==> config.mk <==
export PLATFORM = sky130hd
export DESIGN_NAME = mem_burst_adapter
export DESIGN_NICKNAME = d
export VERILOG_FILES = /design/src/rtl/mba_pkg.sv /design/src/rtl/mba_cmd_seq.sv /design/src/rtl/mba_wr_path.sv /design/src/rtl/mba_rd_capture.sv /design/src/rtl/mem_burst_adapter.sv
export SDC_FILE = /design/constraint.sdc
export NUM_CORES = 1
export LEC_CHECK = 0
export BUFFER_PORTS_ARGS = -buffer_cell sky130_fd_sc_hd__buf_4
export CAP_MARGIN = 40
export CORE_AREA = 2 2 225 227
export DETAILED_ROUTE_END_ITERATION = 6
export DIE_AREA = 0 0 227 229
export GPL_ROUTABILITY_DRIVEN = 0
export PLACE_DENSITY_LB_ADDON = 0.3
export SKIP_CTS_REPAIR_TIMING = 1
export SYNTH_ARGS = -nofsm -noshare
export SYNTH_HDL_FRONTEND = slang
export SYNTH_HIERARCHICAL = 1
export SYNTH_SLANG_ARGS = --single-unit
==> constraint.sdc <==
create_clock -name clk_i -period 5.8 [get_ports clk_i]
set_input_delay 0.87 -clock clk_i [delete_from_list [all_inputs] [get_ports clk_i]]
set_output_delay 0.87 -clock clk_i [all_outputs]
set_load 0.1 [all_outputs]
==> src/rtl/mba_pkg.sv <==
`timescale 1ns/1ps
package mba_pkg;
  typedef enum logic {ST_IDLE = 1'b0, ST_RUN = 1'b1} mba_state_e;
  typedef enum logic {RATIO_FULL = 1'b0, RATIO_SPLIT = 1'b1} mba_ratio_e;
endpackage

==> src/rtl/mba_cmd_seq.sv <==
`timescale 1ns/1ps
module mba_cmd_seq
  import mba_pkg::*;
#(
  parameter int ADDR_W      = 28,
  parameter int BURST_LEN   = 8,
  parameter int SPLIT_BEATS = 2,
  parameter int CNT_W       = 2
) (
  input  logic              clk_i,
  input  logic              rst_ni,
  input  logic              req_valid_i,
  input  logic              req_write_i,
  input  logic [ADDR_W-1:0] req_addr_i,
  input  logic              mode_half_i,
  input  logic              ctl_rdy_i,
  input  logic              wr_done_i,
  input  logic              rd_done_i,
  output logic              start_o,
  output logic              active_o,
  output logic              write_o,
  output logic              half_o,
  output logic [CNT_W-1:0]  beats_o,
  output logic [CNT_W-1:0]  issued_o,
  output logic              finish_o,
  output logic              cmd_valid_o,
  output logic              cmd_write_o,
  output logic [ADDR_W-1:0] cmd_addr_o
);
  localparam int STEP     = BURST_LEN / SPLIT_BEATS;
  localparam int STEP_LSB = $clog2(STEP);

  mba_state_e        state_q;
  mba_ratio_e        ratio_q;
  logic              write_q;
  logic [ADDR_W-1:0] base_q;
  logic [CNT_W-1:0]  cnt_q, cnt_n, beats;
  logic              fire;

  always_comb beats = (ratio_q == RATIO_SPLIT) ? CNT_W'(SPLIT_BEATS) : CNT_W'(1);

  assign active_o    = (state_q == ST_RUN);
  assign start_o     = !active_o && req_valid_i;
  assign cmd_valid_o = active_o && (cnt_q < beats);
  assign fire        = cmd_valid_o && ctl_rdy_i;
  assign cnt_n       = cnt_q + CNT_W'(fire);
  // completion needs every command accepted plus the data side finished
  assign finish_o    = active_o && (cnt_n == beats) && (write_q ? wr_done_i : rd_done_i);
  assign cmd_write_o = write_q;
  assign cmd_addr_o  = base_q + (ADDR_W'(cnt_q) << STEP_LSB);
  assign write_o     = write_q;
  assign half_o      = (ratio_q == RATIO_SPLIT);
  assign beats_o     = beats;
  assign issued_o    = cnt_q;

  always_ff @(posedge clk_i or negedge rst_ni) begin
    if (!rst_ni) begin
      state_q <= ST_IDLE;
      ratio_q <= RATIO_FULL;
      write_q <= 1'b0;
      base_q  <= '0;
      cnt_q   <= '0;
    end else if (start_o) begin
      state_q <= ST_RUN;
      ratio_q <= mode_half_i ? RATIO_SPLIT : RATIO_FULL;
      write_q <= req_write_i;
      base_q  <= req_addr_i & ~ADDR_W'(BURST_LEN - 1);
      cnt_q   <= '0;
    end else if (active_o) begin
      cnt_q <= cnt_n;
      if (finish_o) state_q <= ST_IDLE;
    end
  end
endmodule

==> src/rtl/mba_wr_path.sv <==
`timescale 1ns/1ps
module mba_wr_path #(
  parameter int DATA_W      = 128,
  parameter int SPLIT_BEATS = 2,
  parameter int CNT_W       = 2
) (
  input  logic              clk_i,
  input  logic              rst_ni,
  input  logic              start_i,
  input  logic              active_i,
  input  logic              write_i,
  input  logic              half_i,
  input  logic [CNT_W-1:0]  beats_i,
  input  logic [DATA_W-1:0] req_wdata_i,
  input  logic              ctl_wrdy_i,
  output logic              done_n_o,
  output logic              wvalid_o,
  output logic [DATA_W-1:0] wdata_o,
  output logic              wend_o
);
  localparam int HALF_W = DATA_W / SPLIT_BEATS;

  logic [DATA_W-1:0] data_q;
  logic [CNT_W-1:0]  cnt_q, cnt_n;
  logic [HALF_W-1:0] slice [SPLIT_BEATS];
  logic [HALF_W-1:0] beat;
  logic              fire;

  for (genvar g = 0; g < SPLIT_BEATS; g++) begin : g_slice
    assign slice[g] = data_q[g*HALF_W +: HALF_W];
  end

  always_comb begin
    beat = '0;
    for (int g = 0; g < SPLIT_BEATS; g++)
      if (cnt_q == CNT_W'(g)) beat = slice[g];
  end

  assign wvalid_o = active_i && write_i && (cnt_q < beats_i);
  assign fire     = wvalid_o && ctl_wrdy_i;
  assign cnt_n    = cnt_q + CNT_W'(fire);
  assign done_n_o = (cnt_n == beats_i);
  assign wend_o   = wvalid_o && (cnt_q == beats_i - CNT_W'(1));
  assign wdata_o  = half_i ? {{(DATA_W-HALF_W){1'b0}}, beat} : data_q;

  always_ff @(posedge clk_i or negedge rst_ni) begin
    if (!rst_ni) begin
      data_q <= '0;
      cnt_q  <= '0;
    end else if (start_i) begin
      data_q <= req_wdata_i;
      cnt_q  <= '0;
    end else if (fire) begin
      cnt_q <= cnt_n;
    end
  end
endmodule

==> src/rtl/mba_rd_capture.sv <==
`timescale 1ns/1ps
module mba_rd_capture #(
  parameter int DATA_W      = 128,
  parameter int SPLIT_BEATS = 2,
  parameter int CNT_W       = 2
) (
  input  logic              clk_i,
  input  logic              rst_ni,
  input  logic              start_i,
  input  logic              active_i,
  input  logic              write_i,
  input  logic              half_i,
  input  logic [CNT_W-1:0]  beats_i,
  input  logic [CNT_W-1:0]  issued_i,
  input  logic              ctl_rvalid_i,
  input  logic [DATA_W-1:0] ctl_rdata_i,
  output logic              done_n_o,
  output logic [DATA_W-1:0] rd_data_o
);
  localparam int HALF_W = DATA_W / SPLIT_BEATS;

  logic [DATA_W-1:0] asm_q, asm_n, out_q;
  logic [CNT_W-1:0]  cnt_q, cnt_n;
  logic              take;

  // a beat counts only against a command already accepted
  assign take     = active_i && !write_i && ctl_rvalid_i && (cnt_q < issued_i);
  assign cnt_n    = cnt_q + CNT_W'(take);
  assign done_n_o = (cnt_n == beats_i);

  always_comb begin
    asm_n = asm_q;
    if (half_i) begin
      for (int g = 0; g < SPLIT_BEATS; g++)
        if (cnt_q == CNT_W'(g)) asm_n[g*HALF_W +: HALF_W] = ctl_rdata_i[HALF_W-1:0];
    end else begin
      asm_n = ctl_rdata_i;
    end
  end

  always_ff @(posedge clk_i or negedge rst_ni) begin
    if (!rst_ni) begin
      asm_q <= '0;
      out_q <= '0;
      cnt_q <= '0;
    end else if (start_i) begin
      cnt_q <= '0;
    end else if (take) begin
      cnt_q <= cnt_n;
      asm_q <= asm_n;
      if (cnt_n == beats_i) out_q <= asm_n;
    end
  end

  assign rd_data_o = out_q;
endmodule

==> src/rtl/mem_burst_adapter.sv <==
`timescale 1ns/1ps
module mem_burst_adapter #(
  parameter int  WORD_W      = 16,
  parameter int  BURST_LEN   = 8,
  parameter int  SPLIT_BEATS = 2,
  parameter int  ADDR_W      = 28,
  localparam int DATA_W      = WORD_W * BURST_LEN
) (
  input  logic              clk_i,
  input  logic              rst_ni,
  input  logic              mode_half_i,
  input  logic              req_valid_i,
  input  logic              req_write_i,
  input  logic [ADDR_W-1:0] req_addr_i,
  input  logic [DATA_W-1:0] req_wdata_i,
  output logic              busy_o,
  output logic              done_o,
  output logic [DATA_W-1:0] rd_data_o,
  output logic              ctl_cmd_valid_o,
  output logic              ctl_cmd_write_o,
  output logic [ADDR_W-1:0] ctl_addr_o,
  input  logic              ctl_rdy_i,
  output logic              ctl_wvalid_o,
  output logic [DATA_W-1:0] ctl_wdata_o,
  output logic              ctl_wend_o,
  input  logic              ctl_wrdy_i,
  input  logic              ctl_rvalid_i,
  input  logic [DATA_W-1:0] ctl_rdata_i
);
  localparam int CNT_W = $clog2(SPLIT_BEATS + 1);

  logic             start, active, write, half, finish;
  logic             wr_done_n, rd_done_n;
  logic [CNT_W-1:0] beats, issued;
  logic             done_q;

  mba_cmd_seq #(
    .ADDR_W(ADDR_W), .BURST_LEN(BURST_LEN), .SPLIT_BEATS(SPLIT_BEATS), .CNT_W(CNT_W)
  ) u_cmd_seq (
    .clk_i, .rst_ni, .req_valid_i, .req_write_i, .req_addr_i, .mode_half_i, .ctl_rdy_i,
    .wr_done_i(wr_done_n), .rd_done_i(rd_done_n),
    .start_o(start), .active_o(active), .write_o(write), .half_o(half),
    .beats_o(beats), .issued_o(issued), .finish_o(finish),
    .cmd_valid_o(ctl_cmd_valid_o), .cmd_write_o(ctl_cmd_write_o), .cmd_addr_o(ctl_addr_o)
  );

  mba_wr_path #(.DATA_W(DATA_W), .SPLIT_BEATS(SPLIT_BEATS), .CNT_W(CNT_W)) u_wr_path (
    .clk_i, .rst_ni, .start_i(start), .active_i(active), .write_i(write), .half_i(half),
    .beats_i(beats), .req_wdata_i, .ctl_wrdy_i, .done_n_o(wr_done_n),
    .wvalid_o(ctl_wvalid_o), .wdata_o(ctl_wdata_o), .wend_o(ctl_wend_o)
  );

  mba_rd_capture #(.DATA_W(DATA_W), .SPLIT_BEATS(SPLIT_BEATS), .CNT_W(CNT_W)) u_rd_capture (
    .clk_i, .rst_ni, .start_i(start), .active_i(active), .write_i(write), .half_i(half),
    .beats_i(beats), .issued_i(issued), .ctl_rvalid_i, .ctl_rdata_i,
    .done_n_o(rd_done_n), .rd_data_o
  );

  always_ff @(posedge clk_i or negedge rst_ni) begin
    if (!rst_ni) done_q <= 1'b0;
    else         done_q <= finish;
  end

  assign busy_o = active;
  assign done_o = done_q;
endmodule

After elaboration in Yosys (flattened, before gate mapping) --
Cells that the tools add are included.
Storage, ports and cells: input bits 292, logic and storage cells 65, register bits after elaboration 419
Operators by class: equal/unequal tests 6, mux-type cells 18, reduce and logical (&&, ||, !) cells 21, bitwise operators 1, order comparisons 3, $add $sub $neg 5
Operator list (count):
- 128-bit 2-to-1 mux | 2
- 64-bit 2-to-1 mux | 4
- 28-bit by 4-bit adder with 28-bit output | 1
- 2-bit 2-to-1 mux | 7
- 1-bit logical AND | 12
- 2-bit == test | 4
- 2-bit by 1-bit adder with 2-bit output | 3
- 2-bit less-than comparator | 3
- 2-bit nonzero test | 3
- 1-bit 2-to-1 mux | 5
- 2-bit by 1-bit == test with 1-bit output, second input constant | 2
- 2-bit zero test | 2
- 3-bit AND reduction | 1
- 1-bit zero test | 2
- 2-bit AND reduction | 1
- 2-bit by 1-bit subtractor with 2-bit output, second input constant | 1
- 1-bit inverter | 1

Longest topological paths before layout --
word-level depth 11, depth in mapped cells 11, mapped depth without buffers 11

Modules after synthesis --
The synthesis kept the hierarchy.
By module, submodules not included:
- mba_rd_capture | seq. area each 6456.2 um^2, instances 1, cells each 983, area each 11750.0 um^2
- mba_wr_path | seq. area each 3253.1 um^2, instances 1, cells each 446, area each 6064.6 um^2
- mba_cmd_seq | seq. area each 750.7 um^2, instances 1, cells each 146, area each 1719.1 um^2
- mem_burst_adapter | seq. area each 25.0 um^2, instances 1, cells each 1, area each 25.0 um^2

Worst setup path after synthesis --
Ideal clock, no wire load.
path kind reg2out, start point register u_cmd_seq.write_q, in the netlist u_cmd_seq/cmd_write_o, end point output port ctl_wend_o, arrival 4813 ps, stages on the path, launching flop included 5, slack 117 ps, data required time 4930 ps, path buffers 1, cells stage by stage dfrtp_1 -> buf_4 -> nand2_1 -> nor3_1 -> nor3b_2
On the way: cells in the longest elaborated chain, start to end 3
RTL lines:
- from (decl) | RTL line mba_cmd_seq.sv:35 | logic write_q;
- from (signal assigned) | RTL line mba_cmd_seq.sv:66 | write_q <= req_write_i;
- 1-bit logical AND (2 in series) | RTL line mba_wr_path.sv:39 | assign wvalid_o = active_i && write_i && (cnt_q < beats_i);
- named net ctl_wvalid_o | RTL line mem_burst_adapter.sv:23 | output logic ctl_wvalid_o,
- 1-bit logical AND | RTL line mba_wr_path.sv:43 | assign wend_o = wvalid_o && (cnt_q == beats_i - CNT_W'(1));
- to (decl) | RTL line mem_burst_adapter.sv:25 | output logic ctl_wend_o,
The timed path passes the listed nets, and every way through them passes these cells.

Worst setup path after layout --
start point register u_cmd_seq.ratio_q, in the netlist u_cmd_seq/half_o, end point output port ctl_wend_o
On the way: cells in the longest elaborated chain, start to end 4, elaborated cells on any way between the ends 6
RTL lines:
- from (decl) | RTL line mba_cmd_seq.sv:34 | mba_ratio_e ratio_q;
- from (signal assigned) | RTL line mba_cmd_seq.sv:65 | ratio_q <= mode_half_i ? RATIO_SPLIT : RATIO_FULL;
- 2-bit 2-to-1 mux * | RTL line mba_cmd_seq.sv:40 | always_comb beats = (ratio_q == RATIO_SPLIT) ? CNT_W'(SPLIT_BEATS) : CNT_W'(1);
- 2-bit by 1-bit subtractor with 2-bit output / 2-bit less-than comparator (equally long branches) | RTL line mba_wr_path.sv:43, mba_wr_path.sv:39
- 2-bit == test / 1-bit logical AND (equally long branches) | RTL line mba_wr_path.sv:43, mba_wr_path.sv:39
- 1-bit logical AND * | RTL line mba_wr_path.sv:43
Every way passes the cells marked *; elsewhere a longest branch is shown, timed or not.

==> key figures <==
Layout
  • Proportion of layout cells with a drive suffix above 1: 0.398
  • Nets: 2429
  • Final Util: 0.526
  • Fillers: 4412
  • Fin area: 26100 sq um
  • Synth-to-Final Area Change: 33.6%

Timing
  • Hold slack: 275 ps
  • Setup-failing EPs final: 0
  • Final Hold Vio Count: 0
  • Final Max Slew Viols: 0
  • RSZ-0062 raised after global routing: no
  • Worst-Margin Slew: 972 ps
  • Max frequency: 252 MHz
  • Worst setup skew after layout: 12.6 ps
  • Worst slew margin: 0.352
  • Final Cycle Share: 0.685
  • Period minus WS final: 3970 ps
  • Setup TNS: 0 ps

Yosys
  • Post-synth top area share: 0.536
  • Leading area contributor after synthesis: dfrtp_1
  • Most common cell in the netlist: dfrtp_1
  • Cell count after synthesis: 1576
  • Cell variety after synth: 46
  • Register area share after synthesis: 0.536
  • Post-synthesis async set-or-reset flop share: 1.00
  • Largest cells by area after synthesis: dfrtp_1 54%, mux2i_1 10%, mux2_2 9.4%, mux2_1 6.9%, a22o_1 3.0%
  • Cell Area, Synth: 19600 sq um
  • Post-synth EDFFs: 0
  • FF+latch count, synth: 419
  • Synth Flop Type: dfrtp_1
  • Synthesized area per cell: 12.4 sq um
  • Post-synth top cells: 419 x dfrtp_1, 195 x mux2i_1, 163 x mux2_2
  • Ys Warns: 6

Worst setup path
  • Required @ worst endpoint: 4930 ps
  • Worst Reg2Reg Path Length in Cells: 10
  • Worst setup SP type: flip-flop
  • Worst r2r src: u_rd_capture/cnt_q[1]$_DFFE_PN0P_
  • FF-to-FF setup slack: 2640 ps
  • Arrival time at the worst endpoint: 3100 ps
  • Worst r2r dst: u_rd_capture/rd_data_o[67]$_DFFE_PN0P_
  • Critical setup path kind: flip-flop to primary output
  • Critical path fanouts, max: 81
  • Crit end category: primary output

Routing
  • DRC errors left: 0
  • Starting DRC count in detailed routing: 550
  • Routed len/inst: 20.2 um
  • DRT Wirelength: 57600 um
  • Vias: 14212
  • Post-DRT Antenna Nets: 0
  • Via density: 5.00
  • Pre-antenna DRT Iters: 4

Global route
  • Initial antenna violation count: 9
  • Largest net degree at the start of global routing: 162
  • GRT Util Overall: 0.218
  • Global-route wire length before repair: 87600 um
  • Grt ovf: 0
  • Number of global-route vias before repair: 15006

Die
  • Num rows: 82
  • Die height: 229 um
  • Die width: 227 um
  • Top Ports: 582
  • DIE AREA: 52000 sq um
  • Core ar.: 49700 sq um
  • Initial core utilization: 0.394

CTS
  • CTS clk-pin slew, worst paths: 60 ps
  • CTS tree: done
  • Worst skew pair latency: 570 ps
  • Clock Sinks: 419
  • Root Buffer: clkbuf_16
  • Clock tree buffer depth: 3
  • H-tree levels: 2
  • Inserted Clock Buffers: 48

Flow run
  • Max cap viols: 0

Hold path
  • Worst Hold Class: input pin to asynchronous set/reset pin

Place
  • Placed Area: 24600 sq um
  • Final HPWL DP: 41300 um
  • PortBufs: 576

Outcome
  • Status: finished, final reports clean
## per-layer routing
layer	track usage	share of wire	vias up	wire length, um
met4	0.0956	0.034	0	1940
met2	0.360	0.49	453	28400
met3	0.0716	0.082	105	4710
met1	0.258	0.39	7057	22500
met5	0	0	-	0
li1	-	-	6597	-
## flip-flops by register name, summed over array words and instances (netlist names)
name	flops
u_rd_capture/asm_q	128
u_rd_capture/rd_data_o	128
u_wr_path/data_q	128
u_cmd_seq/base_q	25
u_cmd_seq/issued_o	2
u_rd_capture/cnt_q	2
u_wr_path/cnt_q	2
done_o	1
u_cmd_seq/active_o	1
u_cmd_seq/cmd_write_o	1
u_cmd_seq/half_o	1
## critical path: stages, from the launching register on
cell and delay (ps):
dfrtp_4 670, buf_4 230, buf_16 280, inv_1 90
ha_1 290, nor2b_1 170, nor3_1 270, nor3b_2 210
buf_4 320
## how the worst max path moves through the flow
stage / startpoint / to / cells past startpoint / slack, ps
floorplan: u_cmd_seq/cmd_write_o$_DFFE_PN0P_ / ctl_wend_o / 4 / 120
global placement: ctl_rvalid_i / u_rd_capture/rd_data_o[67]$_DFFE_PN0P_ / 9 / 2010
detailed placement: u_cmd_seq/half_o$_DFFE_PN0P_ / ctl_wend_o / 8 / 2380
CTS: u_cmd_seq/half_o$_DFFE_PN0P_ / ctl_wend_o / 8 / 1740
global route: u_cmd_seq/half_o$_DFFE_PN0P_ / ctl_wend_o / 8 / 1620
finish: u_cmd_seq/half_o$_DFFE_PN0P_ / ctl_wend_o / 8 / 1830
## final cells by class
cell class                      count  area (sq um)  share of cell area
Antenna cell                        9          22.5            0.000862
Inverter                           72           270              0.0103
Sequential cell                   419         10500               0.401
Multi-Input combinational cell    981          8200               0.314
Timing Repair Buffer              606          4770               0.183
Clock inverter                     17           166             0.00637
Tap cell                          672           841              0.0322
Clock buffer                       69          1370              0.0524
## per-stage QoR
step | setup WS [ps] | cells
detailed placement | 2380 | 2750
global route | 1620 | 2845
floorplan | 117 | 1577
finish | 1830 | 2845
global placement | 2010 | 2741
CTS | 1740 | 2836
## cell families after synthesis
logic type	after synthesis	share of synthesized area
other cells	1	0.000192
flops	419	0.536
xor+xnor	32	0.0147
mux	478	0.263
fa+ha+maj	9	0.00576
simple gates	257	0.0670
compound gates	203	0.0656
buf+inv	177	0.0480
## cell usage in the layout (no fill, tap or decap), drive strengths merged, types with 9 or more instances in the layout
cell    Yosys  layout
buf        75     606
dfrtp     419     419
mux2      283     283
mux2i     195     195
nor2       76      76
nand2      75      75
inv        72      73
clkbuf     30      69
nor2b      68      68
o21ai      68      68
a22o       66      66
a21oi      65      65
xnor2      20      20
xor2       12      12
diode       0       9
ha          9       9
clkinv      0       9
Power is not shown: default switching activity piles up to over one toggle a cycle in this logic, so the estimate is an artifact.
